[src/rtl/smb_pkg.sv]
package smb_pkg;
  typedef enum logic [2:0] {
    L_IDLE, L_ADDR, L_WBYTE, L_ACK, L_RBYTE, L_MACK
  } link_st_t;

  function automatic logic [6:0] strap_addr(input logic [1:0] code);
    case (code)
      2'b01:   return 7'b0010001;
      2'b10:   return 7'b0111000;
      default: return 7'b0010000;
    endcase
  endfunction

  function automatic logic [7:0] wr_mask(input int idx);
    return (idx == 0) ? 8'h7F : 8'hFF;
  endfunction
endpackage

[src/rtl/smb_line_sync.sv]
module smb_line_sync #(
  parameter int STAGES = 2
) (
  input  logic clk,
  input  logic rst_n,
  input  logic d,
  output logic q
);
  logic [STAGES-1:0] chain;
  always_ff @(posedge clk or negedge rst_n) begin
    if (!rst_n) chain <= '1;
    else        chain <= {chain[STAGES-2:0], d};
  end
  assign q = chain[STAGES-1];
endmodule

[src/rtl/smb_regfile.sv]
module smb_regfile
  import smb_pkg::*;
#(
  parameter int NRW = 6,
  parameter int NRO = 3,
  parameter int PW  = 5,
  localparam int NREG = NRW + NRO,
  localparam int SW = (NRO > 1) ? $clog2(NRO) : 1
) (
  input  logic            clk,
  input  logic            rst_n,
  input  logic            bus_we,
  input  logic [PW-1:0]   bus_addr,
  input  logic [7:0]      bus_wdata,
  output logic [7:0]      bus_rdata,
  output logic            reen,
  input  logic            ro_valid,
  input  logic [SW-1:0]   ro_sel,
  input  logic [7:0]      ro_data,
  output logic [NRW*8-1:0] rw_flat
);
  logic [NRW-1:0][7:0] rw_bank;
  logic [NRO-1:0][7:0] ro_bank;

  always_ff @(posedge clk or negedge rst_n) begin
    if (!rst_n) begin
      rw_bank <= '0;
      rw_bank[0] <= 8'h40;
    end else if (bus_we) begin
      for (int i = 0; i < NRW; i++)
        if (bus_addr == PW'(i)) rw_bank[i] <= bus_wdata & wr_mask(i);
    end
  end

  always_ff @(posedge clk or negedge rst_n) begin
    if (!rst_n) ro_bank <= '0;
    else if (ro_valid) begin
      for (int i = 0; i < NRO; i++)
        if (ro_sel == SW'(i)) ro_bank[i] <= ro_data;
    end
  end

  assign reen = bus_we && (bus_addr == '0) && bus_wdata[6] && !rw_bank[0][6];

  always_comb begin
    bus_rdata = 8'h00;
    for (int i = 0; i < NRW; i++)
      if (bus_addr == PW'(i)) bus_rdata = rw_bank[i];
    for (int i = 0; i < NRO; i++)
      if (bus_addr == PW'(NRW + i)) bus_rdata = ro_bank[i];
  end

  assign rw_flat = rw_bank;

  // Bus traffic never disturbs the internally owned bank.
  assert_ro_hold_R6: assert property (@(posedge clk) disable iff (!rst_n)
    !ro_valid |=> $stable(ro_bank));
  // Reserved bit of register 0.
  assert_reserved_zero_R9: assert property (@(posedge clk) disable iff (!rst_n)
    !rw_bank[0][7]);
endmodule

[src/rtl/smb_link.sv]
module smb_link
  import smb_pkg::*;
#(
  parameter int NREG = 9,
  parameter int PW   = 5
) (
  input  logic          clk,
  input  logic          rst_n,
  input  logic          scl_s,
  input  logic          sda_s,
  input  logic [1:0]    strap_i,
  input  logic          reen,
  output logic          sda_oe,
  output logic          bus_we,
  output logic [PW-1:0] ptr,
  output logic [7:0]    wdata,
  input  logic [7:0]    rdata
);
  localparam logic [PW-1:0] LIMIT = PW'(NREG);

  link_st_t   st;
  logic       scl_q, sda_q;
  logic [3:0] bitcnt;
  logic [7:0] shreg, txbuf;
  logic       is_read, expect_cmd, cmd_valid, ack_go, load_pend;
  logic [6:0] my_addr;

  wire scl_rise = scl_s & ~scl_q;
  wire scl_fall = ~scl_s & scl_q;
  wire start_d  = scl_s & scl_q & sda_q & ~sda_s;
  wire stop_d   = scl_s & scl_q & ~sda_q & sda_s;

  always_ff @(posedge clk or negedge rst_n) begin
    if (!rst_n) begin
      scl_q <= 1'b1; sda_q <= 1'b1;
      my_addr <= 7'b0010000; load_pend <= 1'b1;
    end else begin
      scl_q <= scl_s; sda_q <= sda_s;
      if (load_pend || reen) my_addr <= strap_addr(strap_i);
      load_pend <= 1'b0;
    end
  end

  always_ff @(posedge clk or negedge rst_n) begin
    if (!rst_n) begin
      st <= L_IDLE; bitcnt <= '0; shreg <= '0; txbuf <= '0;
      is_read <= 1'b0; expect_cmd <= 1'b0; cmd_valid <= 1'b0;
      ack_go <= 1'b0; sda_oe <= 1'b0; ptr <= '0; bus_we <= 1'b0;
    end else begin
      bus_we <= 1'b0;
      if (stop_d) begin
        st <= L_IDLE; sda_oe <= 1'b0; cmd_valid <= 1'b0;
      end else if (start_d) begin
        st <= L_ADDR; sda_oe <= 1'b0; bitcnt <= '0; expect_cmd <= 1'b1;
      end else if (scl_rise) begin
        if ((st == L_ADDR || st == L_WBYTE) && bitcnt < 4'd8) begin
          shreg  <= {shreg[6:0], sda_s};
          bitcnt <= bitcnt + 4'd1;
        end else if (st == L_MACK) begin
          ack_go <= ~sda_s;
          if (ptr < LIMIT) ptr <= ptr + 1'b1;
        end
      end else if (scl_fall) begin
        unique case (st)
          L_ADDR: if (bitcnt == 4'd8) begin
            if (shreg[7:1] == my_addr) begin
              is_read <= shreg[0]; ack_go <= 1'b1; sda_oe <= 1'b1; st <= L_ACK;
              if (shreg[0] && !cmd_valid) ptr <= '0;
            end else st <= L_IDLE;
          end
          L_WBYTE: if (bitcnt == 4'd8) begin
            st <= L_ACK;
            expect_cmd <= 1'b0;
            if (expect_cmd) begin
              if (shreg < 8'(NREG)) begin
                ptr <= PW'(shreg); cmd_valid <= 1'b1; ack_go <= 1'b1; sda_oe <= 1'b1;
              end else begin
                ack_go <= 1'b0;
              end
            end else if (ptr < LIMIT) begin
              bus_we <= 1'b1; wdata <= shreg;
              ack_go <= 1'b1; sda_oe <= 1'b1;
            end else begin
              ack_go <= 1'b0;
            end
          end
          L_ACK: begin
            sda_oe <= 1'b0; bitcnt <= '0;
            if (!ack_go) st <= L_IDLE;
            else if (is_read) begin
              sda_oe <= ~rdata[7]; txbuf <= {rdata[6:0], 1'b0};
              bitcnt <= 4'd1; st <= L_RBYTE;
            end else st <= L_WBYTE;
          end
          L_RBYTE: begin
            if (bitcnt < 4'd8) begin
              sda_oe <= ~txbuf[7]; txbuf <= {txbuf[6:0], 1'b0};
              bitcnt <= bitcnt + 4'd1;
            end else begin
              sda_oe <= 1'b0; st <= L_MACK;
            end
          end
          L_MACK: begin
            if (ack_go) begin
              sda_oe <= ~rdata[7]; txbuf <= {rdata[6:0], 1'b0};
              bitcnt <= 4'd1; st <= L_RBYTE;
            end else st <= L_IDLE;
          end
          default: ;
        endcase
      end
      // Data write lands one cycle after the decision, then the pointer moves.
      if (bus_we && ptr < LIMIT) ptr <= ptr + 1'b1;
    end
  end

  // The pull-down only starts while the clock line is low.
  assert_sda_low_phase_R10: assert property (@(posedge clk) disable iff (!rst_n)
    $rose(sda_oe) |-> !scl_s);
  // An unaddressed slave never touches the data line.
  assert_idle_released_R2: assert property (@(posedge clk) disable iff (!rst_n)
    (st == L_IDLE) |-> !sda_oe);
  // The pointer never runs past one beyond the last register.
  assert_ptr_bound_R8: assert property (@(posedge clk) disable iff (!rst_n)
    ptr <= LIMIT);
endmodule

[src/rtl/smb_regbank.sv]
module smb_regbank #(
  parameter int NRW    = 6,
  parameter int NRO    = 3,
  parameter int STAGES = 2,
  localparam int NREG  = NRW + NRO,
  localparam int PW    = $clog2(NREG) + 1,
  localparam int SW    = (NRO > 1) ? $clog2(NRO) : 1
) (
  input  logic             clk,
  input  logic             rst_n,
  input  logic             scl_i,
  input  logic             sda_i,
  output logic             sda_oe,
  input  logic [1:0]       strap_i,
  input  logic             ro_valid,
  input  logic [SW-1:0]    ro_sel,
  input  logic [7:0]       ro_data,
  output logic             ro_ready,
  output logic [NRW*8-1:0] rw_regs_o
);
  logic scl_s, sda_s, bus_we, reen;
  logic [PW-1:0] ptr;
  logic [7:0] wdata, rdata;

  smb_line_sync #(.STAGES(STAGES)) u_scl_sync (.clk(clk), .rst_n(rst_n), .d(scl_i), .q(scl_s));
  smb_line_sync #(.STAGES(STAGES)) u_sda_sync (.clk(clk), .rst_n(rst_n), .d(sda_i), .q(sda_s));

  smb_link #(.NREG(NREG), .PW(PW)) u_link (
    .clk(clk), .rst_n(rst_n), .scl_s(scl_s), .sda_s(sda_s), .strap_i(strap_i),
    .reen(reen), .sda_oe(sda_oe), .bus_we(bus_we), .ptr(ptr), .wdata(wdata), .rdata(rdata));

  smb_regfile #(.NRW(NRW), .NRO(NRO), .PW(PW)) u_regs (
    .clk(clk), .rst_n(rst_n), .bus_we(bus_we), .bus_addr(ptr), .bus_wdata(wdata),
    .bus_rdata(rdata), .reen(reen), .ro_valid(ro_valid), .ro_sel(ro_sel),
    .ro_data(ro_data), .rw_flat(rw_regs_o));

  assign ro_ready = 1'b1;
endmodule

[config.mk]
export PLATFORM = sky130hd
export DESIGN_NAME = smb_regbank
export DESIGN_NICKNAME = d
export VERILOG_FILES = /design/src/rtl/smb_pkg.sv /design/src/rtl/smb_line_sync.sv /design/src/rtl/smb_regfile.sv /design/src/rtl/smb_link.sv /design/src/rtl/smb_regbank.sv
export SDC_FILE = /design/constraint.sdc
export NUM_CORES = 1
export LEC_CHECK = 0
export ABC_AREA = 1
export BUFFER_PORTS_ARGS = -buffer_cell sky130_fd_sc_hd__buf_4
export CORE_ASPECT_RATIO = 1.25
export CORE_UTILIZATION = 50
export CTS_CLUSTER_DIAMETER = 200
export CTS_CLUSTER_SIZE = 25
export DETAILED_ROUTE_END_ITERATION = 12
export PLACE_DENSITY_LB_ADDON = 0.1
export SLEW_MARGIN = 20
export SYNTH_ARGS = -nofsm -noshare
export SYNTH_HDL_FRONTEND = slang
export SYNTH_HIERARCHICAL = 1
export SYNTH_SLANG_ARGS = --single-unit
[constraint.sdc]
create_clock -name clk -period 2.27 [get_ports clk]
set_input_delay 0.1135 -clock clk [delete_from_list [all_inputs] [get_ports clk]]
set_output_delay 0.1135 -clock clk [all_outputs]
set_load 0.1 [all_outputs]
* Yosys cells after proc, flatten, opt, wreduce, memory -nomap -nowiden
Index checks and enable logic that the tools add are counted.
** Word-level totals
- Register bits :: 127
- Word-level logic and storage cells :: 245
** Operators by class
- Bitwise logic cells :: 17
- $add $sub $neg :: 2
- Eq/ne operators :: 53
- Order comparisons :: 3
- Reduce and logical (&&, ||, !) cells :: 49
- Muxes and demuxes :: 94
** Operators by type and width (number)
- 2-to-1 mux 8 bit :: 12
- 2-to-1 mux 5 bit :: 14
- 2-to-1 mux 1 bit :: 42
- AND reduction 9 bit :: 4
- 2-to-1 mux 3 bit :: 10
- 2-to-1 mux 4 bit :: 7
- one-hot mux 8 bit (3 select lines) :: 1
- == test 5 x 3 -> 1 bit, second input constant :: 4
- != test 4 x 2 -> 1 bit, second input constant :: 5
- != test 4 x 3 -> 1 bit, second input constant :: 5
- AND reduction 2 bit :: 9
- nonzero test 2 bit :: 9
- != test 3 bit, second input constant :: 5
- one-hot mux 3 bit (5 select lines) :: 1
- nonzero test 3 bit :: 5
- != test 2 bit, second input constant :: 7
- AND reduction 7 bit :: 2
- AND reduction 13 bit :: 1
- != test 4 x 1 -> 1 bit, second input constant :: 3
- one-hot mux 4 bit (3 select lines) :: 1
- one-hot mux 6 bit (2 select lines) :: 1
- AND reduction 6 bit :: 2
- == test 5 x 2 -> 1 bit, second input constant :: 2
- NOT 1 bit :: 10
- other kinds (34) :: 56

* Logic depth before layout (Yosys ltp)
- Depth in word-level cells :: 18
- Depth in mapped cells :: 12

* By module
The synthesis kept the hierarchy.
** Modules (own cells, without submodules)
- smb_regfile :: instances 1, cells each 406, seq. area each 1778.0 um^2, area an instance 3404.5 um^2
- smb_link :: instances 1, cells each 329, seq. area each 1194.9 um^2, area an instance 2693.8 um^2
- smb_line_sync :: instances 2, cells each 2, seq. area each 52.6 um^2, area an instance 52.6 um^2
- smb_regbank :: instances 1, cells each 2, seq. area each 0.0 um^2, area an instance 11.3 um^2

* Worst setup path before layout
OpenSTA, ideal clock, no wires.
- Path type :: flip-flop to flip-flop
- From :: reg u_link.scl_q
- To :: reg u_link.wdata[0], enable pin
- Arrival :: 2.078 ns
- Required time :: 1.885 ns
- Setup slack :: -0.193 ns
- Stages on the path, launching flop included :: 9
- Path through :: dfstp_2 inv_1 ha_1 buf_2 inv_2 nand3_1 inv_2 nand3_1 nor3b_1
** Between the ends
- Word-level cells in the longest chain between the ends :: 5
- Elaborated cells between the ends (all ways) :: 12
** RTL lines
- start: declaration :: RTL line smb_link.sv:22 : logic scl_q, sda_q;
- start signal: assignment :: RTL line smb_link.sv:38 : scl_q <= scl_s; sda_q <= sda_s;
- bitwise AND 1 bit :: RTL line smb_link.sv:30, smb_link.sv:31
- bitwise AND 1 bit, on equally long branches (2 in a row) :: RTL line smb_link.sv:30, smb_link.sv:31
- NOT 1 bit (no source line)
- AND reduction 9 bit (no source line) (*)
- end signal: assignment :: RTL line smb_link.sv:81 : bus_we <= 1'b1; wdata <= shreg;
- end: declaration :: RTL line smb_link.sv:16 : output logic [7:0] wdata,
Every way passes the cells marked *; elsewhere a longest branch is shown, timed or not.
A chain may end at the register's enable or synchronous reset.

* Final worst setup path
- From :: reg u_link.ptr[0]
- To :: reg u_link.txbuf[2]
** Between the ends
- Word-level cells in the longest chain between the ends :: 13
- Elaborated cells between the ends (all ways) :: 22
** RTL lines
- start: declaration :: RTL line smb_link.sv:15 : output logic [PW-1:0] ptr,
- start signal: assignment :: RTL line smb_link.sv:61 : if (ptr < LIMIT) ptr <= ptr + 1'b1;
- start signal: assignment :: RTL line smb_link.sv:113 : if (bus_we && ptr < LIMIT) ptr <= ptr + 1'b1;
- zero test 5 bit :: RTL line smb_regfile.sv:48 : if (bus_addr == PW'(i)) bus_rdata = rw_bank[i];
- 2-to-1 mux 7 bit :: RTL line smb_regfile.sv:48
- 2-to-1 mux 8 bit (5 in a row) :: RTL line smb_regfile.sv:48
- 2-to-1 mux 8 bit (2 in a row) :: RTL line smb_regfile.sv:50 : if (bus_addr == PW'(NRW + i)) bus_rdata = ro_bank[i];
- 2-to-1 mux 8 bit (*) :: RTL line smb_regfile.sv:50
- via rdata[1] :: RTL line smb_regbank.sv:23 : logic [7:0] wdata, rdata;
- 2-to-1 mux 8 bit :: RTL line smb_link.sv:90 : else if (is_read) begin
- 2-to-1 mux 8 bit :: RTL line smb_link.sv:89 : if (!ack_go) st <= L_IDLE;
- one-hot mux 8 bit (3 select lines) (*) :: RTL line smb_link.sv:64 : unique case (st)
- end signal: assignment :: RTL line smb_link.sv:91 : sda_oe <= ~rdata[7]; txbuf <= {rdata[6:0], 1'b0};
- end signal: assignment :: RTL line smb_link.sv:97 : sda_oe <= ~txbuf[7]; txbuf <= {txbuf[6:0], 1'b0};
- end signal: assignment :: RTL line smb_link.sv:105 : sda_oe <= ~rdata[7]; txbuf <= {rdata[6:0], 1'b0};
- end: declaration :: RTL line smb_link.sv:24 : logic [7:0] shreg, txbuf;
Mark *: on every way through the listed nets, which the timed path passes. The rest lies on a longest branch. The select of a mux whose other input is x is not followed.

==> flow_summary.json <==
{
  "yosys_warnings": 6,
  "cp-end-kind": "flop",
  "multi_input_area_um2": 2658,
  "vdd_drop_max_mv": 0.5030,
  "grt_max_degree": 114,
  "synth_area_per_cell_um2": 8.387,
  "rrSetupSlack_ns": 0.18,
  "setup-violations-final": 0,
  "areaGrowthSynthToFinish_pct": 21.46,
  "slowest_delay_ns": 0.53,
  "grtUsageTotal_pct": 26.54,
  "clk_latency_ns": 0.41,
  "async_flop_share_pct": 93.39,
  "fin_util_pct": 62.36,
  "cts_setup_buffers": 0,
  "p_leak_nw": 3.688,
  "synth-edff-count": 8,
  "cp_slowest_cell": "dfrtp_1",
  "status": "complete, no violations",
  "slew_viol_final": 0,
  "netlist_instances": 741,
  "crit_type": "reg2reg",
  "synth_ff_type": "dfrtp_1",
  "grt_pass1_vias": 5078,
  "coreArea_um2": 12110,
  "ys_types": 44,
  "vias_per_cell": 5.302,
  "critPathLaunchType": "flop",
  "cts-htree-levels": 4,
  "row_count": 45,
  "drive_gt1_share_pct": 21.42,
  "cp.arrival_ns": 2.38,
  "tns_ns": 0,
  "synth_seq_cells": 121,
  "clock-root-buffer": "clkbuf_16",
  "pin_count": 67,
  "dr.first_iter.drc_count": 348,
  "power.density_nw_per_um2": 886.4,
  "worstMarginPinSlew_ns": 0.5937,
  "grt.overflow.total": 0,
  "num-nets-final": 856,
  "die_area_um2": 12880,
  "finClkSkew_ns": 0.005255,
  "rsz0062_at_grt": "no",
  "wire_per_inst_um": 15.85,
  "routabilityCongestion": 0.8924,
  "min_period_ns": 2.094,
  "place_ws_ns": 0.2049,
  "dp.cells": 966,
  "die_w_um": 101.7,
  "instances_no_fill": 1009,
  "floorplan.initialDensity_pct": 51.34,
  "grt_pass1_wl_um": 25360,
  "path_cells": "inv_2 -> nor2_4 -> inv_2 -> nor2_8 -> inv_4 -> o21ai_1 -> inv_1 -> nand2_1 -> nand4_1 -> o211ai_1 -> o21ai_1",
  "post-dp-hpwl_um": 11360,
  "hp-class": "in2reg",
  "fin_ws_ns": 0.1756,
  "die_h_um": 126.6,
  "cts_buffer_depth": 2,
  "syn_area_um2": 6215,
  "numPortBuffers": 64,
  "cp.required_ns": 2.55,
  "num_vias": 5350,
  "ant_nets": 0,
  "ys_seq_area_share_pct": 49.53,
  "route.detailed.drc": 0,
  "cts_sinks": 121,
  "tritoncts": "done",
  "clk_pin_slew_ns": 0.05,
  "fill_cells": 1066,
  "syn_nets": 765,
  "post-route-period-util_pct": 92.26,
  "hold_viol_final": 0,
  "max-slew-margin-rel_pct": 60.31,
  "totalWireLength_um": 16000,
  "antennaDiodeCount": 0,
  "fmax_mhz": 477.5,
  "cp_max_fo": 9,
  "first_pass_iters": 5,
  "cap_violations": 0,
  "numCtsBuffers": 17,
  "seqCellArea_um2": 3078,
  "antenna_found_initial": 0
}
[repair_timing]
| action | in CTS | in global routing |
|---|---|---|
| endpoints found under the hold margin | 120 | 0 |
| gates resized for setup | 0 | 1 |
| hold buffers | 11 | 0 |
| setup endpoints to repair | 0 | 1 |
[worst max-delay path, delay by kind of cell (launching register included)]
family / cells / cell delay [ns]
AOI/OAI and AO/OA: 3 / 0.43
DFF: 1 / 0.53
buffers and inverters: 4 / 0.32
and+or+nand+nor: 4 / 0.67
[per-stage QoR]
step / area (um^2) / power (W) / hold WS, ns
floorplan: 6220 / 0.003806 / -0.1821
global placement: 6894 / 0.004197 / 0.2235
detailed placement: 6894 / 0.004224 / 0.2228
CTS: 7548 / 0.006757 / 0.001444
global route: 7548 / 0.007058 / 0.03074
finish: 7548 / 0.006691 / 0.01715
[registers in the layout (all words and copies together), names as in the netlist, 3 cells and up]
signal,count
u_link/bitcnt,4
u_regs/ro_bank,24
u_link/txbuf,7
u_link/wdata,8
u_link/shreg,8
u_link/st,3
u_link/ptr,5
u_regs/rw_flat,47
[cells in the mapped netlist (all sizes together) (7+ instances only)]
| cell type | count | area [um^2] |
|---|---|---|
| a21oi | 16 | 80.08 |
| buf | 15 | 125.1 |
| dfrtp | 105 | 2628 |
| dfstp | 8 | 210.2 |
| edfxtp | 8 | 240.2 |
| ha | 7 | 87.58 |
| inv | 92 | 347.8 |
| nand2 | 212 | 848.3 |
| nand3 | 54 | 315.3 |
| nand4 | 26 | 162.7 |
| nor2 | 57 | 297.8 |
| o211ai | 9 | 96.35 |
| o21ai | 108 | 585.6 |
[cells in the final DEF, fill, tap and decap left out, types with 4 or more instances in the layout]
cell / n
nand4_1: 26
nand3_1: 48
inv_2: 14
clkinv_2: 5
o211ai_1: 5
nand2_2: 12
nand2_1: 197
clkbuf_16: 17
dfstp_2: 8
edfxtp_1: 8
nand3_2: 4
ha_1: 7
inv_1: 77
buf_4: 78
a21oi_1: 16
nor2_1: 45
dfrtp_1: 105
o21ai_1: 38
o21ai_2: 12
o21ai_0: 58
nor2_4: 8
clkinv_1: 4
dlygate4sd3_1: 11
[layer usage]
metal	vias to the layer above	part of all wire, %	track usage, %
met2	179	50	44.52
met3	41	5.9	5.234
met1	2527	40	31.57
met4	0	3.3	14.75
li1	2603	-	-
met5	-	0	0
[logic make-up after synthesis]
| group | share of synthesized area [%] |
|---|---|
| AO/OA/AOI/OAI | 13.03 |
| XOR/XNOR | 0.5638 |
| adder cells (fa/ha/maj) | 1.409 |
| buffers and inverters | 7.792 |
| flip-flops | 49.53 |
| other | 0.1812 |
| AND/OR/NAND/NOR | 27.50 |
[final cells by class]
| type | count | area share [%] |
|---|---|---|
| Clock inverter | 12 | 1.425 |
| Multi-Input combinational cell | 510 | 35.21 |
| Sequential cell | 121 | 40.78 |
| Tap cell | 164 | 2.718 |
| Inverter | 92 | 4.608 |
| Timing Repair Buffer | 90 | 9.481 |
| Clock buffer | 20 | 5.785 |
[final timing paths]
| path | startpoint | end | cells past startpoint |
|---|---|---|---|
| max | u_link/ptr[0] | u_link/txbuf[2] | 11 |
| min | ro_data[0] | u_regs/ro_bank[16] | 3 |
| max reg2reg | u_link/ptr[0] | u_link/txbuf[2] | 11 |
| min reg2reg | u_sda_sync/chain[0] | u_sda_sync/chain[1] | 0 |
| max in group asynchronous | rst_n | u_regs/rw_flat[40] | 3 |
| min in group asynchronous | rst_n | u_regs/rw_flat[17] | 3 |
[report_power, final]
group | leakage (nW) | total, W | internal [W] | switching [W]
Clock | 0.267 | 0.00248 | 0.00158 | 0.000901
Sequential | 1.56 | 0.00271 | 0.00245 | 0.000256
Combinational | 1.86 | 0.00150 | 0.000483 | 0.00101
Note: power is estimated with default switching activity, not from simulation.
